===== src/rtl/pwm_meas_pkg.sv =====
package pwm_meas_pkg;

  // Strobes from control to datapath, all valid for one cycle
  typedef struct packed {
    logic measLow;   // store elapsed time as low time
    logic measHigh;  // store elapsed time as high time
    logic boundary;  // period boundary transition
    logic launch;    // start both divisions this cycle
    logic publish;   // load the result registers
  } ctlStrobes_t;

endpackage


===== src/rtl/pwm_restoring_div.sv =====
module pwm_restoring_div #(
  parameter int NUM_W = 17,
  parameter int DEN_W = 9
) (
  input  logic             clk,
  input  logic             rst_n,
  input  logic             start,
  input  logic [NUM_W-1:0] numer,
  input  logic [DEN_W-1:0] denom,
  output logic             busy,
  output logic             done,
  output logic [NUM_W-1:0] quot
);
  localparam int CW = $clog2(NUM_W + 1);

  logic [DEN_W-1:0] remReg;
  logic [DEN_W-1:0] denReg;
  logic [NUM_W-1:0] qReg;
  logic [CW-1:0]    left;
  logic [DEN_W:0]   trial;
  logic             fits;
  logic [DEN_W:0]   diff;

  always_comb begin
    trial = {remReg, qReg[NUM_W-1]};
    fits  = trial >= {1'b0, denReg};
    diff  = trial - {1'b0, denReg};
  end

  always_ff @(posedge clk or negedge rst_n) begin
    if (!rst_n) begin
      remReg <= '0;
      denReg <= '0;
      qReg   <= '0;
      left   <= '0;
      done   <= 1'b0;
    end else if (start) begin
      remReg <= '0;
      denReg <= denom;
      qReg   <= numer;
      left   <= CW'(NUM_W);
      done   <= 1'b0;
    end else if (left != '0) begin
      remReg <= fits ? diff[DEN_W-1:0] : trial[DEN_W-1:0];
      qReg   <= {qReg[NUM_W-2:0], fits};
      left   <= left - 1'b1;
      done   <= (left == CW'(1));
    end else begin
      done   <= 1'b0;
    end
  end

  assign busy = (left != '0);
  assign quot = qReg;


  rem_below_den_chk: assert property (@(posedge clk) disable iff (!rst_n)
    busy |-> (remReg < denReg));


  done_single_chk: assert property (@(posedge clk) disable iff (!rst_n)
    done |=> !done);

endmodule


===== src/rtl/pwm_meas_ctrl.sv =====
module pwm_meas_ctrl
  import pwm_meas_pkg::*;
(
  input  logic        clk,
  input  logic        rst_n,
  input  logic        edgeHit,
  input  logic        edgeRise,
  input  logic        fallStart,
  input  logic        divBusy,
  input  logic        divDone,
  output logic        resultValid,
  output ctlStrobes_t ctl
);
  logic pending;
  logic startSeen;
  logic isBoundary;

  // a rising edge bounds the period when fallStart=0, a falling edge when 1
  assign isBoundary = edgeHit & (edgeRise ^ fallStart);

  always_ff @(posedge clk or negedge rst_n) begin
    if (!rst_n) begin
      pending     <= 1'b0;
      startSeen   <= 1'b0;
      resultValid <= 1'b0;
    end else begin
      pending     <= isBoundary & startSeen & ~pending & ~divBusy;
      if (edgeHit & ~isBoundary) startSeen <= 1'b1;
      resultValid <= divDone;
    end
  end

  always_comb begin
    ctl.measLow  = edgeHit & edgeRise;
    ctl.measHigh = edgeHit & ~edgeRise;
    ctl.boundary = isBoundary;
    ctl.launch   = pending;
    ctl.publish  = divDone;
  end


  valid_pulse_chk: assert property (@(posedge clk) disable iff (!rst_n)
    resultValid |=> !resultValid);


  launch_runs_chk: assert property (@(posedge clk) disable iff (!rst_n)
    pending |=> divBusy);


  no_early_launch_chk: assert property (@(posedge clk) disable iff (!rst_n)
    !startSeen |=> !pending);

endmodule


===== src/rtl/pwm_meas_datapath.sv =====
module pwm_meas_datapath
  import pwm_meas_pkg::*;
#(
  parameter int CNT_W       = 16,
  parameter int PCNT_W      = 16,
  parameter int SYNC_STAGES = 2
) (
  input  logic              clk,
  input  logic              rst_n,
  input  logic              sampleEn,
  input  logic              pwmIn,
  input  ctlStrobes_t       ctl,
  output logic              edgeHit,
  output logic              edgeRise,
  output logic              divBusy,
  output logic              divDone,
  output logic [6:0]        dutyPct,
  output logic [7:0]        dutyByte,
  output logic [CNT_W:0]    periodLen,
  output logic [PCNT_W-1:0] periodCount
);
  localparam int SUM_W = CNT_W + 1;
  localparam int NUM_W = CNT_W + 9;
  localparam logic [CNT_W-1:0] CNT_MAX = {CNT_W{1'b1}};

  logic [SYNC_STAGES-1:0] syncQ;
  logic                   syncLvl;
  logic                   oldLevel;
  logic [CNT_W-1:0]       elapsed;
  logic [CNT_W-1:0]       highCnt;
  logic [CNT_W-1:0]       lowCnt;
  logic [PCNT_W-1:0]      periodCnt;
  logic [PCNT_W-1:0]      launchCnt;
  logic [SUM_W-1:0]       launchLen;
  logic [SUM_W-1:0]       sumHL;
  logic [NUM_W-1:0]       quot  [2];
  logic [1:0]             busyV;
  logic [1:0]             doneV;

  // input synchroniser
  always_ff @(posedge clk or negedge rst_n) begin
    if (!rst_n) syncQ <= '0;
    else        syncQ <= {syncQ[SYNC_STAGES-2:0], pwmIn};
  end
  assign syncLvl  = syncQ[SYNC_STAGES-1];
  assign edgeHit  = sampleEn & (syncLvl != oldLevel);
  assign edgeRise = syncLvl;

  // interval measurement
  always_ff @(posedge clk or negedge rst_n) begin
    if (!rst_n) begin
      oldLevel <= 1'b0;
      elapsed  <= '0;
      highCnt  <= CNT_W'(1);
      lowCnt   <= CNT_W'(1);
    end else if (sampleEn) begin
      oldLevel <= syncLvl;
      if (edgeHit)               elapsed <= CNT_W'(1);
      else if (elapsed != CNT_MAX) elapsed <= elapsed + 1'b1;
      if (ctl.measLow)  lowCnt  <= elapsed;
      if (ctl.measHigh) highCnt <= elapsed;
    end
  end

  assign sumHL = SUM_W'(highCnt) + SUM_W'(lowCnt);

  // period bookkeeping
  always_ff @(posedge clk or negedge rst_n) begin
    if (!rst_n) begin
      periodCnt <= '0;
      launchCnt <= '0;
      launchLen <= '0;
    end else begin
      if (ctl.boundary) periodCnt <= periodCnt + 1'b1;
      if (ctl.launch) begin
        launchCnt <= periodCnt;
        launchLen <= sumHL;
      end
    end
  end

  // one divider per scale: index 0 percent, index 1 byte
  for (genvar g = 0; g < 2; g++) begin : g_div
    localparam int SCALE = (g == 0) ? 100 : 256;
    logic [NUM_W-1:0] numer;
    assign numer = NUM_W'(highCnt) * NUM_W'(SCALE);
    pwm_restoring_div #(.NUM_W(NUM_W), .DEN_W(SUM_W)) u_div (
      .clk   (clk),
      .rst_n (rst_n),
      .start (ctl.launch),
      .numer (numer),
      .denom (sumHL),
      .busy  (busyV[g]),
      .done  (doneV[g]),
      .quot  (quot[g])
    );
  end
  assign divBusy = busyV[0];
  assign divDone = doneV[0];

  // result registers
  always_ff @(posedge clk or negedge rst_n) begin
    if (!rst_n) begin
      dutyPct     <= '0;
      dutyByte    <= '0;
      periodLen   <= '0;
      periodCount <= '0;
    end else if (ctl.publish) begin
      dutyPct     <= quot[0][6:0];
      dutyByte    <= (quot[1] > NUM_W'(255)) ? 8'hFF : quot[1][7:0];
      periodLen   <= launchLen;
      periodCount <= launchCnt;
    end
  end


  elapsed_sat_chk: assert property (@(posedge clk) disable iff (!rst_n)
    (sampleEn && !edgeHit && elapsed == CNT_MAX) |=> (elapsed == CNT_MAX));


  period_step_chk: assert property (@(posedge clk) disable iff (!rst_n)
    ctl.boundary |=> (periodCnt == PCNT_W'($past(periodCnt) + 1'b1)));


  pct_range_chk: assert property (@(posedge clk) disable iff (!rst_n)
    ctl.publish |-> (quot[0] <= NUM_W'(100)));


  result_hold_chk: assert property (@(posedge clk) disable iff (!rst_n)
    !ctl.publish |=> ($stable(dutyPct) && $stable(dutyByte) && $stable(periodLen)));


  byte_pair_chk: assert property (@(posedge clk) disable iff (!rst_n)
    doneV[0] |-> doneV[1]);

endmodule


===== src/rtl/pwm_duty_meter.sv =====
module pwm_duty_meter
  import pwm_meas_pkg::*;
#(
  parameter int CNT_W  = 16,
  parameter int PCNT_W = 16
) (
  input  logic              clk,
  input  logic              rst_n,
  input  logic              sampleEn,
  input  logic              pwmIn,
  input  logic              fallStart,
  output logic              resultValid,
  output logic [6:0]        dutyPct,
  output logic [7:0]        dutyByte,
  output logic [CNT_W:0]    periodLen,
  output logic [PCNT_W-1:0] periodCount
);
  ctlStrobes_t ctl;
  logic        edgeHit;
  logic        edgeRise;
  logic        divBusy;
  logic        divDone;

  pwm_meas_ctrl u_ctrl (
    .clk         (clk),
    .rst_n       (rst_n),
    .edgeHit     (edgeHit),
    .edgeRise    (edgeRise),
    .fallStart   (fallStart),
    .divBusy     (divBusy),
    .divDone     (divDone),
    .resultValid (resultValid),
    .ctl         (ctl)
  );

  pwm_meas_datapath #(.CNT_W(CNT_W), .PCNT_W(PCNT_W), .SYNC_STAGES(2)) u_dp (
    .clk         (clk),
    .rst_n       (rst_n),
    .sampleEn    (sampleEn),
    .pwmIn       (pwmIn),
    .ctl         (ctl),
    .edgeHit     (edgeHit),
    .edgeRise    (edgeRise),
    .divBusy     (divBusy),
    .divDone     (divDone),
    .dutyPct     (dutyPct),
    .dutyByte    (dutyByte),
    .periodLen   (periodLen),
    .periodCount (periodCount)
  );

endmodule


===== config.mk =====
export PLATFORM = sky130hd
export DESIGN_NAME = pwm_duty_meter
export DESIGN_NICKNAME = d
export VERILOG_FILES = /design/src/rtl/pwm_meas_pkg.sv /design/src/rtl/pwm_restoring_div.sv /design/src/rtl/pwm_meas_ctrl.sv /design/src/rtl/pwm_meas_datapath.sv /design/src/rtl/pwm_duty_meter.sv
export SDC_FILE = /design/constraint.sdc
export NUM_CORES = 1
export LEC_CHECK = 0
export ABC_AREA = 1
export BUFFER_PORTS_ARGS = -buffer_cell sky130_fd_sc_hd__buf_4
export CAP_MARGIN = 20
export CORE_UTILIZATION = 55
export DETAILED_ROUTE_END_ITERATION = 10
export GPL_TIMING_DRIVEN = 0
export MAX_ROUTING_LAYER = met4
export PLACE_DENSITY = 0.72
export SETUP_SLACK_MARGIN = 0.1
export SYNTH_ARGS = -nofsm -noshare
export SYNTH_HDL_FRONTEND = slang
export SYNTH_SLANG_ARGS = --single-unit
export TNS_END_PERCENT = 30

===== constraint.sdc =====
create_clock -name clk -period 3.55 [get_ports clk]
set_input_delay 0.355 -clock clk [delete_from_list [all_inputs] [get_ports clk]]
set_output_delay 0.355 -clock clk [all_outputs]
set_load 0.02 [all_outputs]

## Word level (Yosys, flattened, before mapping)

Cells that the tools add are included.

| word-level totals | value |
|---|---|
| bits in registers | 246 |
| bits of input ports | 5 |

| cells by class | value |
|---|---|
| order comparisons | 3 |
| equality and inequality tests | 3 |
| bitwise operators | 13 |
| multipliers | 1 |
| reductions and logical operators | 8 |
| $add $sub $neg | 7 |
| muxes and demuxes | 19 |

Operators with widths:

| kind | count |
|---|---|
| 2-to-1 mux 17 bit | 6 |
| 2-to-1 mux 25 bit | 4 |
| >= comparator 18 x 17 -> 1 bit | 2 |
| subtractor 17 bit | 2 |
| adder 16 x 1 -> 16 bit, second input constant | 2 |
| 2-to-1 mux 16 bit | 2 |
| greater-than comparator 25 x 8 -> 1 bit, second input constant | 1 |
| multiplier 16 x 5 -> 21 bit, second input constant | 1 |
| 2-to-1 mux 5 bit | 4 |
| adder 16 x 16 -> 17 bit | 1 |
| inequality test 16 bit, second input constant | 1 |
| nonzero test 5 bit | 2 |
| subtractor 5 x 1 -> 5 bit, second input constant | 2 |
| AND 1 bit | 8 |
| 2-to-1 mux 8 bit | 1 |
| AND reduction 2 bit | 3 |
| nonzero test 2 bit | 3 |
| == test 5 x 1 -> 1 bit, second input constant | 1 |
| inverter 1 bit | 4 |
| 2-to-1 mux 1 bit | 2 |
| inequality test 1 bit | 1 |
| bitwise XOR 1 bit | 1 |

## Depth between registers and ports, before layout

Gate-level depths: netlist of run 1.

| depth | value |
|---|---|
| depth after elaboration | 6 |
| mapped depth | 16 |

## Hierarchy

Synthesis of run 1 repeated with hierarchy kept, for this count alone.

| second synthesis, totals | value |
|---|---|
| cell total of the unflattened synthesis | 2200 |
| area total of the unflattened synthesis | 17254.0 sq um |

By module, submodules not included:

| module | area an instance (sq um) | seq. area each (sq um) | times used | cells each |
|---|---|---|---|---|
| pwm_meas_datapath | 8730.9 | 3706.1 | 1 | 1052 |
| pwm_restoring_div | 4172.8 | 1626.6 | 2 | 562 |
| pwm_meas_ctrl | 177.7 | 75.1 | 1 | 24 |

## Worst setup path after synthesis of run 1

Ideal clock, no wire load.

| timing path | value |
|---|---|
| path kind | flip-flop to flip-flop |
| start point | register u_dp.highCnt[8] |
| end point | register u_dp.g_div[0].u_div.qReg[19] |
| setup time | 0.121 ns |
| buffers on the path | 0 |
| cell stages (with the launch flop) | 14 |
| slack | 0.770 ns |
| data required time | 3.429 ns |
| arrival | 2.659 ns |
| period minus slack after synthesis | 2.780 ns |
| path through | dfrtp_1 -> ha_1 -> ha_1 -> inv_1 -> fa_1 -> inv_1 -> ha_1 -> a21oi_1 -> a21boi_0 -> nor2_1 -> nor2_1 -> nand3_1 -> nand3_1 -> nand2_1 |

| on the way | value |
|---|---|
| cells in the longest elaborated chain, start to end | 2 |

RTL lines:

| item | line | source |
|---|---|---|
| start, declared | pwm_meas_datapath.sv:30 | `logic [CNT_W-1:0] highCnt;` |
| start signal, assigned | pwm_meas_datapath.sv:61 | `if (ctl.measHigh) highCnt <= elapsed;` |
| multiplier 16 x 5 -> 21 bit | pwm_meas_datapath.sv:86 | `assign numer = NUM_W'(highCnt) * NUM_W'(SCALE);` |
| 2-to-1 mux 25 bit | pwm_restoring_div.sv:37 | `end else if (start) begin` |
| end signal, assigned | pwm_restoring_div.sv:40 | `qReg <= numer;` |
| end signal, assigned | pwm_restoring_div.sv:45 | `qReg <= {qReg[NUM_W-2:0], fits};` |
| end, declared | pwm_restoring_div.sv:18 | `logic [NUM_W-1:0] qReg;` |

No other way between the ends.
A chain may end at the register's enable or synchronous reset.

## Worst setup path after layout of run 1

| timing path | value |
|---|---|
| start point | register u_dp.highCnt[3] |
| end point | register u_dp.g_div[0].u_div.qReg[22] |

The elaborated chain is that of the path after synthesis.

==> metrics.csv, run 1 <==
metric,value,unit
status,completed,
Synth area leader,dfrtp_1,
CTS tree,done,
"most common cell after layout, fill and taps aside",nand2_1,
Avg Inst Size Synth,7.87,µm²
Setup crit start,u_dp.highCnt[3],
Setup CP Type,reg -> reg,
PortBufs,53,
Pre-antenna DRT Iters,5,
"Reg clk slew, reported paths",0.06,ns
worst relative slew slack,51.0,%
post-placement cell count,2326,
WL/cell,16.5,µm
post-route minimum period,3.19,ns
critical path peak fanout,6,
area grow syn2layout,12.0,%
Hold Path Class,in -> reg,
Internal,0.00837,W
Cells after Synth,1930,
Synth Register Bits,246,
Tcrit/Tclk final,89.9,%
Total Routed Length,39200,µm
combinational group share of total power,50.7,%
clock buffer depth,3,
setup TNS,0,ns
unique cell type count in the Yosys netlist,48,
YS warnings,0,
H-tree levels,1,
all-layer global routing usage,29.4,%
Post-Syn Nets,2059,
io pins,54,
NumNets Final,2145,
crit-path cells,ha_1 > ha_1 > inv_1 > fa_1 > inv_1 > ha_1 > a21oi_1 > o21ai_0 > nand2_1 > nand2_1 > nand3b_1 > nand2_1 > nand2_1 > nand3_1 > nand2_1,
CTS Buf Count,27,
Die X,168,µm
Final Max Slew Viols,0,
Initial Util,56.2,%
hold_sp,sampleEn,
fmax,313,MHz
antenna-violating nets left,0,
startpoint types,flop,
layout cell share with drive strength beyond 1,9.52,%
R2R Path Start,u_dp.highCnt[3],
RePlAce Congestion,0.967,
Net Sw Power,0.00662,W
Cell Rows,60,
"Seq/Total Area, Yosys",40.5,%
grt ovf,0,
clock sinks,246,
Iteration-0 DRC Markers,853,
Worst Tran Pin Value,0.735,ns
global-route wire length before repair,64400,µm
# DRC,0,
ranking of synthesized cells by area,"dfrtp_1 40%, nand2_1 11%, ha_1 9.1%",
critical path's slowest cell,dfrtp_1,
Die Area,28300,µm²
number of global-route vias before repair,12600,
Flop pwr share,30.2,%
Clock Latency Late Sink,0.56,ns
Power Total,0.0150,W
final hold vios,0,
Post-Syn Area,15200,µm²
Core Region,27000,µm²
"commonest cells after routing, fill and taps aside","465 x nand2_1, 303 x inv_1, 244 x dfrtp_1",
"slowest stage delay, CP",0.52,ns
clock root buffer,clkbuf_16,
Vias/cell,5.52,
n_diodes,0,
WP data arrival,3.67,ns
Vias,13100,
DP HPWL,30100,µm
Finished Layout Cells,2378,
largest net degree at the start of global routing,96,
PwrDens,881,nW/µm²
Worst path most repeated cell,nand2_1,
VDD IR-drop max,0.000512,V
clk_skew,0.0211,ns
Post-CTS Setup Bufs,0,
die height,168,µm
initial antenna violation count,0,
final setup fails,0,
unrepaired setup endpoints after global routing,false,
LEAKAGE,8.75,nW
Max-cap violations,0,
CP endpoint kind,flop,
Worst EP required,4.03,ns
area share of the largest cell type after synthesis,40.2,%
Clk pwr share,19.1,%
fill cell count,2393,
switching share of power,44.2,%
## layer usage
metal  GRT usage, %  vias to the layer above  share of wire (%)
met4           8.42                        0                2.8
met2           47.6                      321                 47
met1           38.8                     6286                 45
li1               -                     6445                  -
met5              -                        -                  0
met3           3.71                       66                5.3
## power groups by stage
| stage | clock (W) | sequential [W] | combinational (W) |
|---|---|---|---|
| 3_3_place_gp | 0 | 0.00453 | 0.00735 |
| 3_5_place_dp | 0 | 0.00455 | 0.00753 |
| 4_1_cts | 0.00290 | 0.00452 | 0.00759 |
| 2_1_floorplan | 0 | 0.00466 | 0.00529 |
| 5_1_grt | 0.00301 | 0.00464 | 0.00861 |
| 6_report | 0.00286 | 0.00453 | 0.00761 |
## cells in the mapped netlist (all sizes together)
| cell type | n |
|---|---|
| o21bai | 5 |
| and2 | 5 |
| a211oi | 1 |
| o21ai | 125 |
| a31oi | 3 |
| and3 | 1 |
| a22oi | 18 |
| xor2 | 28 |
| clkbuf | 24 |
| ha | 110 |
| nor3 | 24 |
| clkinv | 1 |
| nand4 | 23 |
| dfrtp | 244 |
| o21a | 4 |
| nor4 | 4 |
| nor2 | 129 |
| o31ai | 8 |
| o211ai | 5 |
| a21oi | 85 |
| inv | 309 |
| buf | 30 |
| dfstp | 2 |
| o22ai | 24 |
| a21o | 1 |
| mux2 | 7 |
| a21boi | 1 |
| fa | 14 |
| or2 | 9 |
| xnor2 | 13 |
| o221ai | 17 |
| nand3 | 157 |
| nand3b | 17 |
| nand2 | 482 |
## flip-flops by register name, indices dropped and copies added (netlist names), 7 cells and up
name	cells
u_dp.dutyByte	8
u_dp.elapsed	16
u_dp.periodCount	16
u_dp.g_div.u_div.remReg	34
u_dp.dutyPct	7
u_dp.g_div.u_div.quot	50
u_dp.periodCnt	16
u_dp.highCnt	16
u_dp.lowCnt	16
u_dp.periodLen	17
u_dp.launchCnt	16
u_dp.g_div.u_div.denReg	17
u_dp.g_div.u_div.left	10
## cells by family (layout without fill, tap and decap cells)
kind of cell    after synthesis  in the layout  synth area share [%]
buf+inv                     364            471                  9.39
mux                           7              7                 0.519
compound gates              297            297                  11.1
flops                       246            246                  40.5
xor+xnor                     41             41                  2.36
simple gates                851            851                  25.2
fa+ha+maj                   124            124                  10.9
## area by class of cell
| class | count | area, µm² | area share, % |
|---|---|---|---|
| Multi-Input combinational cell | 1320 | 7610 | 44.7 |
| Buffer | 54 | 263 | 1.54 |
| Sequential cell | 246 | 6160 | 36.2 |
| Timing Repair Buffer | 57 | 480 | 2.82 |
| Clock buffer | 35 | 756 | 4.44 |
| Clock inverter | 15 | 155 | 0.912 |
| Inverter | 310 | 1160 | 6.84 |
| Tap cell | 341 | 427 | 2.51 |
## through the flow
step                worst slack (ns)  area, µm²  utilization, %  hold slack (ns)
floorplan                      0.770      15200               -           0.0594
global placement               0.130      16000            59.3            0.336
detailed placement             0.425      16100            59.5            0.354
CTS                            0.389      17000            63.0           0.0478
global route                   0.120      17000            63.0           0.0682
finish                         0.358      17000            63.0           0.0577
## what timing repair did
action	4_1_cts	5_1_grt
resized for setup	0	0
endpoints found under the hold margin	75	0
hold buffers	2	0
## worst max-delay path, delay by kind of cell (launching register included)
kind,cells,cell delay [ns]
compound gates,2,0.40
fa+ha+maj,4,1.44
buf+inv,2,0.09
flops,1,0.52
simple gates,7,0.67
## path summary, 6_finish.rpt
path                                           endpoint  slack [ns]  cells past startpoint
setup / recovery           u_dp.g_div[0].u_div.quot[22]        0.36                     15
hold / removal                            u_dp.oldLevel        0.06                      2
setup reg to reg           u_dp.g_div[0].u_div.quot[22]        0.36                     15
hold reg to reg                           u_dp.syncQ[1]        0.36                      0
max in group asynchronous   u_dp.g_div[1].u_div.quot[3]        2.30                      3
min in group asynchronous             u_dp.periodLen[6]        0.35                      2
Power figures use the tool's default switching activity.
==> inputs of run 2 (changes only) <==
--- a/config.mk
+++ b/config.mk
@@ -8,11 +8,13 @@
 export ABC_AREA = 1
 export BUFFER_PORTS_ARGS = -buffer_cell sky130_fd_sc_hd__buf_4
 export CAP_MARGIN = 20
+export CORE_ASPECT_RATIO = 1.1
 export CORE_UTILIZATION = 55
 export DETAILED_ROUTE_END_ITERATION = 10
 export GPL_TIMING_DRIVEN = 0
 export MAX_ROUTING_LAYER = met4
 export PLACE_DENSITY = 0.72
+export RECOVER_POWER = 25
 export SETUP_SLACK_MARGIN = 0.1
 export SYNTH_ARGS = -nofsm -noshare
 export SYNTH_HDL_FRONTEND = slang
==> metrics.csv, run 2 (synthesis results as in run 1) <==
metric,value,unit
fill cell count,2396,
startpoint types,flop,
final hold vios,0,
layout cell share with drive strength beyond 1,9.24,%
post-CTS sizing,0,
Largest register FFs,50,
"commonest cells after routing, fill and taps aside","465 x nand2_1, 303 x inv_1, 244 x dfrtp_1",
Die Area,28300,µm²
Iteration-0 DRC Markers,792,
RePlAce Congestion,0.934,
clock root buffer,clkbuf_16,
crit path to,u_dp.g_div[0].u_div.quot[22],
post-route minimum period,3.22,ns
setup TNS,0,ns
"slowest stage delay, CP",0.52,ns
Initial Util,56.2,%
Final Max Slew Viols,87,
CTS Buf Count,26,
violated checks,"max-capacitance violations, max-slew violations",
CP top delay family,adder cells,
"reg-to-reg slack, setup",0.33,ns
H-tree levels,1,
metal3 WL,1840,µm
Max-cap violations,1,
Crit Reg-Reg Endpoint,u_dp.g_div[0].u_div.quot[22],
global-route wire length before repair,63800,µm
critical path's slowest cell,dfrtp_1,
WL met1,17400,µm
io pins,54,
WL/cell,16.5,µm
clock sinks,246,
PortBufs,53,
DP HPWL,30100,µm
Vias,13000,
footprint of the multi-input gates,7610,µm²
Core Region,27000,µm²
die height,176,µm
"Reg clk slew, reported paths",0.06,ns
R2R Path Start,u_dp.highCnt[3],
Register Area,6160,µm²
CP Depth,15,
Total Routed Length,39400,µm
antenna-violating nets left,0,
Clock Latency Late Sink,0.55,ns
critical path peak fanout,6,
final setup fails,0,
WL met2,18900,µm
n_diodes,0,
number of global-route vias before repair,12500,
# DRC,0,
"most common cell after layout, fill and taps aside",nand2_1,
Worst Tran Pin Value,2.35,ns
Tcrit/Tclk final,90.7,%
Worst EP required,3.96,ns
VDD IR-drop max,0.000496,V
largest reg by FF count,u_dp.g_div.u_div.quot,
Power Total,0.0152,W
Setup crit start,u_dp.highCnt[3],
Top Layer Used,met4,
Setup CP Type,reg -> reg,
clk_skew,0.0300,ns
Hold Path Class,in -> reg,
Pre-antenna DRT Iters,6,
CP endpoint kind,flop,
Worst path most repeated cell,nand2_1,
crit-path cells,ha_1 > ha_1 > inv_1 > fa_1 > inv_1 > ha_1 > inv_1 > o21ai_0 > nand2_1 > nand2_1 > nand3b_1 > nand2_1 > nand2_1 > nand3_1 > nand2_1,
clock buffer depth,3,
Buffers & Inverters on Critical Path,3,
Vias/cell,5.43,
largest net degree at the start of global routing,93,
grt ovf,0,
CTS tree,done,
all-layer global routing usage,29.2,%
Die X,160,µm
LEAKAGE,8.76,nW
top flop regs,"u_dp.g_div.u_div.quot x50, u_dp.g_div.u_div.remReg x34",
WP data arrival,3.63,ns
worst relative slew slack,-56.7,%
worst reg-to-reg path cell count,15,
status,finished with violations,
initial antenna violation count,0,
PwrDens,892,nW/µm²
Cell Rows,63,
unrepaired setup endpoints after global routing,false,
NumNets Final,2144,
fmax,310,MHz
area grow syn2layout,12.4,%
## run 2: per-stage QoR
step	cell area [µm²]	setup WS (ns)	util, %	hold WS (ns)	std cells
finish	17100	0.329	63.1	0.0673	2391
global placement	16000	0.185	59.3	0.335	2340
detailed placement	16100	0.389	59.6	0.349	2342
CTS	17100	0.363	63.2	0.0601	2391
global route	17100	0.150	63.1	0.0740	2391
floorplan	15200	0.770	-	0.0594	1930
## run 2: cell type report
class | count | area share, %
plain buffers | 54 | 1.54
clock buffers | 33 | 4.08
clock inverters | 14 | 1.57
inverters | 310 | 6.82
multi-input cells | 1320 | 44.6
flip-flops and latches | 246 | 36.1
well taps | 357 | 2.62
repair buffers | 57 | 2.76
## run 2: power by group
part	switching, W	internal (W)
logic	0.00474	0.00287
clock network	0.00115	0.00191
registers	0.000712	0.00385
## run 2: layer usage
| layer | vias to the layer above | GRT usage, % |
|---|---|---|
| met2 | 311 | 48.4 |
| met3 | 75 | 2.63 |
| met4 | 0 | 9.56 |
| met1 | 6151 | 37.8 |
| li1 | 6450 | - |
| met5 | - | - |
## run 2: worst min path at each step
stage / start / end / slack, ns / depth (start not counted)
2_1_floorplan: rst_n / u_ctrl.pending / 0.06 / 0
3_3_place_gp: u_dp.syncQ[0] / u_dp.syncQ[1] / 0.33 / 0
3_5_place_dp: u_dp.syncQ[0] / u_dp.syncQ[1] / 0.35 / 0
4_1_cts: sampleEn / u_dp.oldLevel / 0.06 / 2
5_1_grt: sampleEn / u_dp.oldLevel / 0.07 / 2
6_report: sampleEn / u_dp.oldLevel / 0.07 / 2
## run 2: what timing repair did
item | in CTS | in global routing
hold buffers | 2 | 0
endpoints found under the setup margin | 0 | 0
setup buffers | 0 | 0
hold endpoints to repair | 87 | 0
==> inputs of run 3 (changes only) <==
--- a/config.mk
+++ b/config.mk
@@ -10,6 +10,7 @@
 export CAP_MARGIN = 20
 export CORE_ASPECT_RATIO = 1.1
 export CORE_UTILIZATION = 55
+export CTS_CLUSTER_SIZE = 10
 export DETAILED_ROUTE_END_ITERATION = 10
 export GPL_TIMING_DRIVEN = 0
 export MAX_ROUTING_LAYER = met4
==> constraint.sdc (replaced) <==
create_clock -name clk -period 3.55 [get_ports clk]
set_input_delay 0.355 -clock clk [delete_from_list [all_inputs] [get_ports clk]]
set_output_delay 0.355 -clock clk [all_outputs]
set_load 0.1 [all_outputs]
==> metrics.csv, run 3 (synthesis results as in run 1) <==
metric,value,unit
WL/cell,16.4,µm
worst relative slew slack,-54.2,%
final setup fails,0,
die height,176,µm
clock sinks,246,
io pins,54,
Post-CTS Hold Buffers,2,
"commonest cells after routing, fill and taps aside","465 x nand2_1, 303 x inv_1, 244 x dfrtp_1",
WP data arrival,3.65,ns
hold_ws,0.0518,ns
clock buffer depth,3,
Core Region,27000,µm²
Pre-antenna DRT Iters,8,
largest net degree at the start of global routing,93,
area grow syn2layout,11.6,%
Flop pwr share,27.8,%
Total Routed Length,39100,µm
violated checks,"max-capacitance violations, max-slew violations",
clk_skew,0.0204,ns
# DRC,0,
Worst Tran Pin Value,2.31,ns
Clk pwr share,16.4,%
Cell Rows,63,
initial antenna violation count,0,
critical path's slowest cell,dfrtp_1,
dpl ws,0.389,ns
setup TNS,0,ns
LEAKAGE,8.69,nW
Clock Latency Late Sink,0.56,ns
Net Sw Power,0.00812,W
worst reg-to-reg path cell count,15,
worst setup margin,0.328,ns
hold_sp,sampleEn,
Vias/cell,5.41,
Initial Util,56.2,%
Internal,0.00829,W
Power Total,0.0164,W
Max-cap violations,1,
CTS Buf Count,29,
startpoint types,flop,
combinational group share of total power,55.8,%
worst hold endpoint,u_dp.oldLevel,
number of global-route vias before repair,12500,
Crit Reg-Reg Endpoint,u_dp.g_div[0].u_div.quot[22],
PwrDens,968,nW/µm²
CP endpoint kind,flop,
CTS tree,done,
largest reg by FF count,u_dp.g_div.u_div.quot,
"Reg clk slew, reported paths",0.06,ns
Hold Path Class,in -> reg,
Largest register FFs,50,
PortBufs,53,
global-route wire length before repair,63700,µm
grt ovf,0,
n_diodes,0,
fmax,310,MHz
Setup CP Type,reg -> reg,
Iteration-0 DRC Markers,695,
Worst path most repeated cell,nand2_1,
unrepaired setup endpoints after global routing,false,
H-tree levels,1,
Worst EP required,3.98,ns
clock root buffer,clkbuf_16,
crit-path cells,ha_1 > ha_1 > inv_1 > fa_1 > inv_1 > ha_1 > inv_1 > o21ai_0 > nand2_1 > nand2_1 > nand3b_1 > nand2_1 > nand2_1 > nand3_1 > nand2_1,
Die Area,28300,µm²
status,finished with violations,
Die X,160,µm
NumNets Final,2147,
Final Max Slew Viols,87,
switching share of power,49.5,%
top flop regs,"u_dp.g_div.u_div.quot x50, u_dp.g_div.u_div.remReg x34",
R2R Path Start,u_dp.highCnt[3],
VDD IR-drop max,0.000749,V
layout cell share with drive strength beyond 1,8.84,%
DP HPWL,30100,µm
antenna-violating nets left,0,
"most common cell after layout, fill and taps aside",nand2_1,
post-route minimum period,3.22,ns
critical path peak fanout,6,
Vias,12900,
all-layer global routing usage,29.1,%
worst hold path depth,2,
"slowest stage delay, CP",0.52,ns
Tcrit/Tclk final,90.8,%
final hold vios,0,
Post-CTS Setup Bufs,0,
"reg-to-reg slack, setup",0.33,ns
post-CTS sizing,0,
fill cell count,2408,
RePlAce Congestion,0.934,
## run 3: metrics by stage
step	area [µm²]	instances	utilization, %
floorplan	15200	1930	-
global placement	16000	2340	59.3
detailed placement	16100	2342	59.6
CTS	17000	2393	62.8
global route	17000	2393	62.7
finish	17000	2393	62.7
## run 3: power by group through the flow
stage	logic [W]	clock network, W	registers (W)
2_1_floorplan	0.00530	0	0.00617
3_3_place_gp	0.00892	0	0.00455
3_5_place_dp	0.00908	0	0.00458
4_1_cts	0.00915	0.00273	0.00455
5_1_grt	0.0101	0.00284	0.00466
6_report	0.00916	0.00269	0.00456
## run 3: routing by layer
layer  vias up  part of all wire, %  track usage, %
met1      6127                   45            38.1
met5         -                    0               -
li1       6445                    -               -
met3        62                  4.4            2.42
met2       306                   48            47.9
met4         0                  3.2            9.68
## run 3: layout make-up
class	instances	area [µm²]	area share (%)
Clock buffer	47	823	4.85
Multi-Input combinational cell	1320	7610	44.9
Sequential cell	246	6160	36.3
Tap cell	357	447	2.63
Clock inverter	2	27.5	0.162
Timing Repair Buffer	57	470	2.77
Buffer	54	263	1.55
Inverter	310	1160	6.86
## run 3: how the worst max path moves through the flow
stage / to / depth (start not counted) / slack [ns] / from
floorplan: u_dp.g_div[0].u_div.quot[19] / 13 / 0.77 / u_dp.highCnt[8]
global placement: u_dp.periodCnt[9] / 1 / 0.19 / rst_n
detailed placement: u_dp.g_div[0].u_div.quot[22] / 15 / 0.39 / u_dp.highCnt[3]
CTS: u_dp.g_div[0].u_div.quot[22] / 15 / 0.36 / u_dp.highCnt[3]
global route: u_dp.g_div[0].u_div.quot[20] / 15 / 0.15 / u_dp.highCnt[6]
finish: u_dp.g_div[0].u_div.quot[22] / 15 / 0.33 / u_dp.highCnt[3]
## run 3: critical path: cells and delay by family, from the launching register on
kind                       cells  cell delay, ns
adders and majority gates      4            1.42
and+or+nand+nor                7            0.66
DFF                            1            0.52
AOI/OAI and AO/OA              1            0.32
buffers and inverters          3            0.17
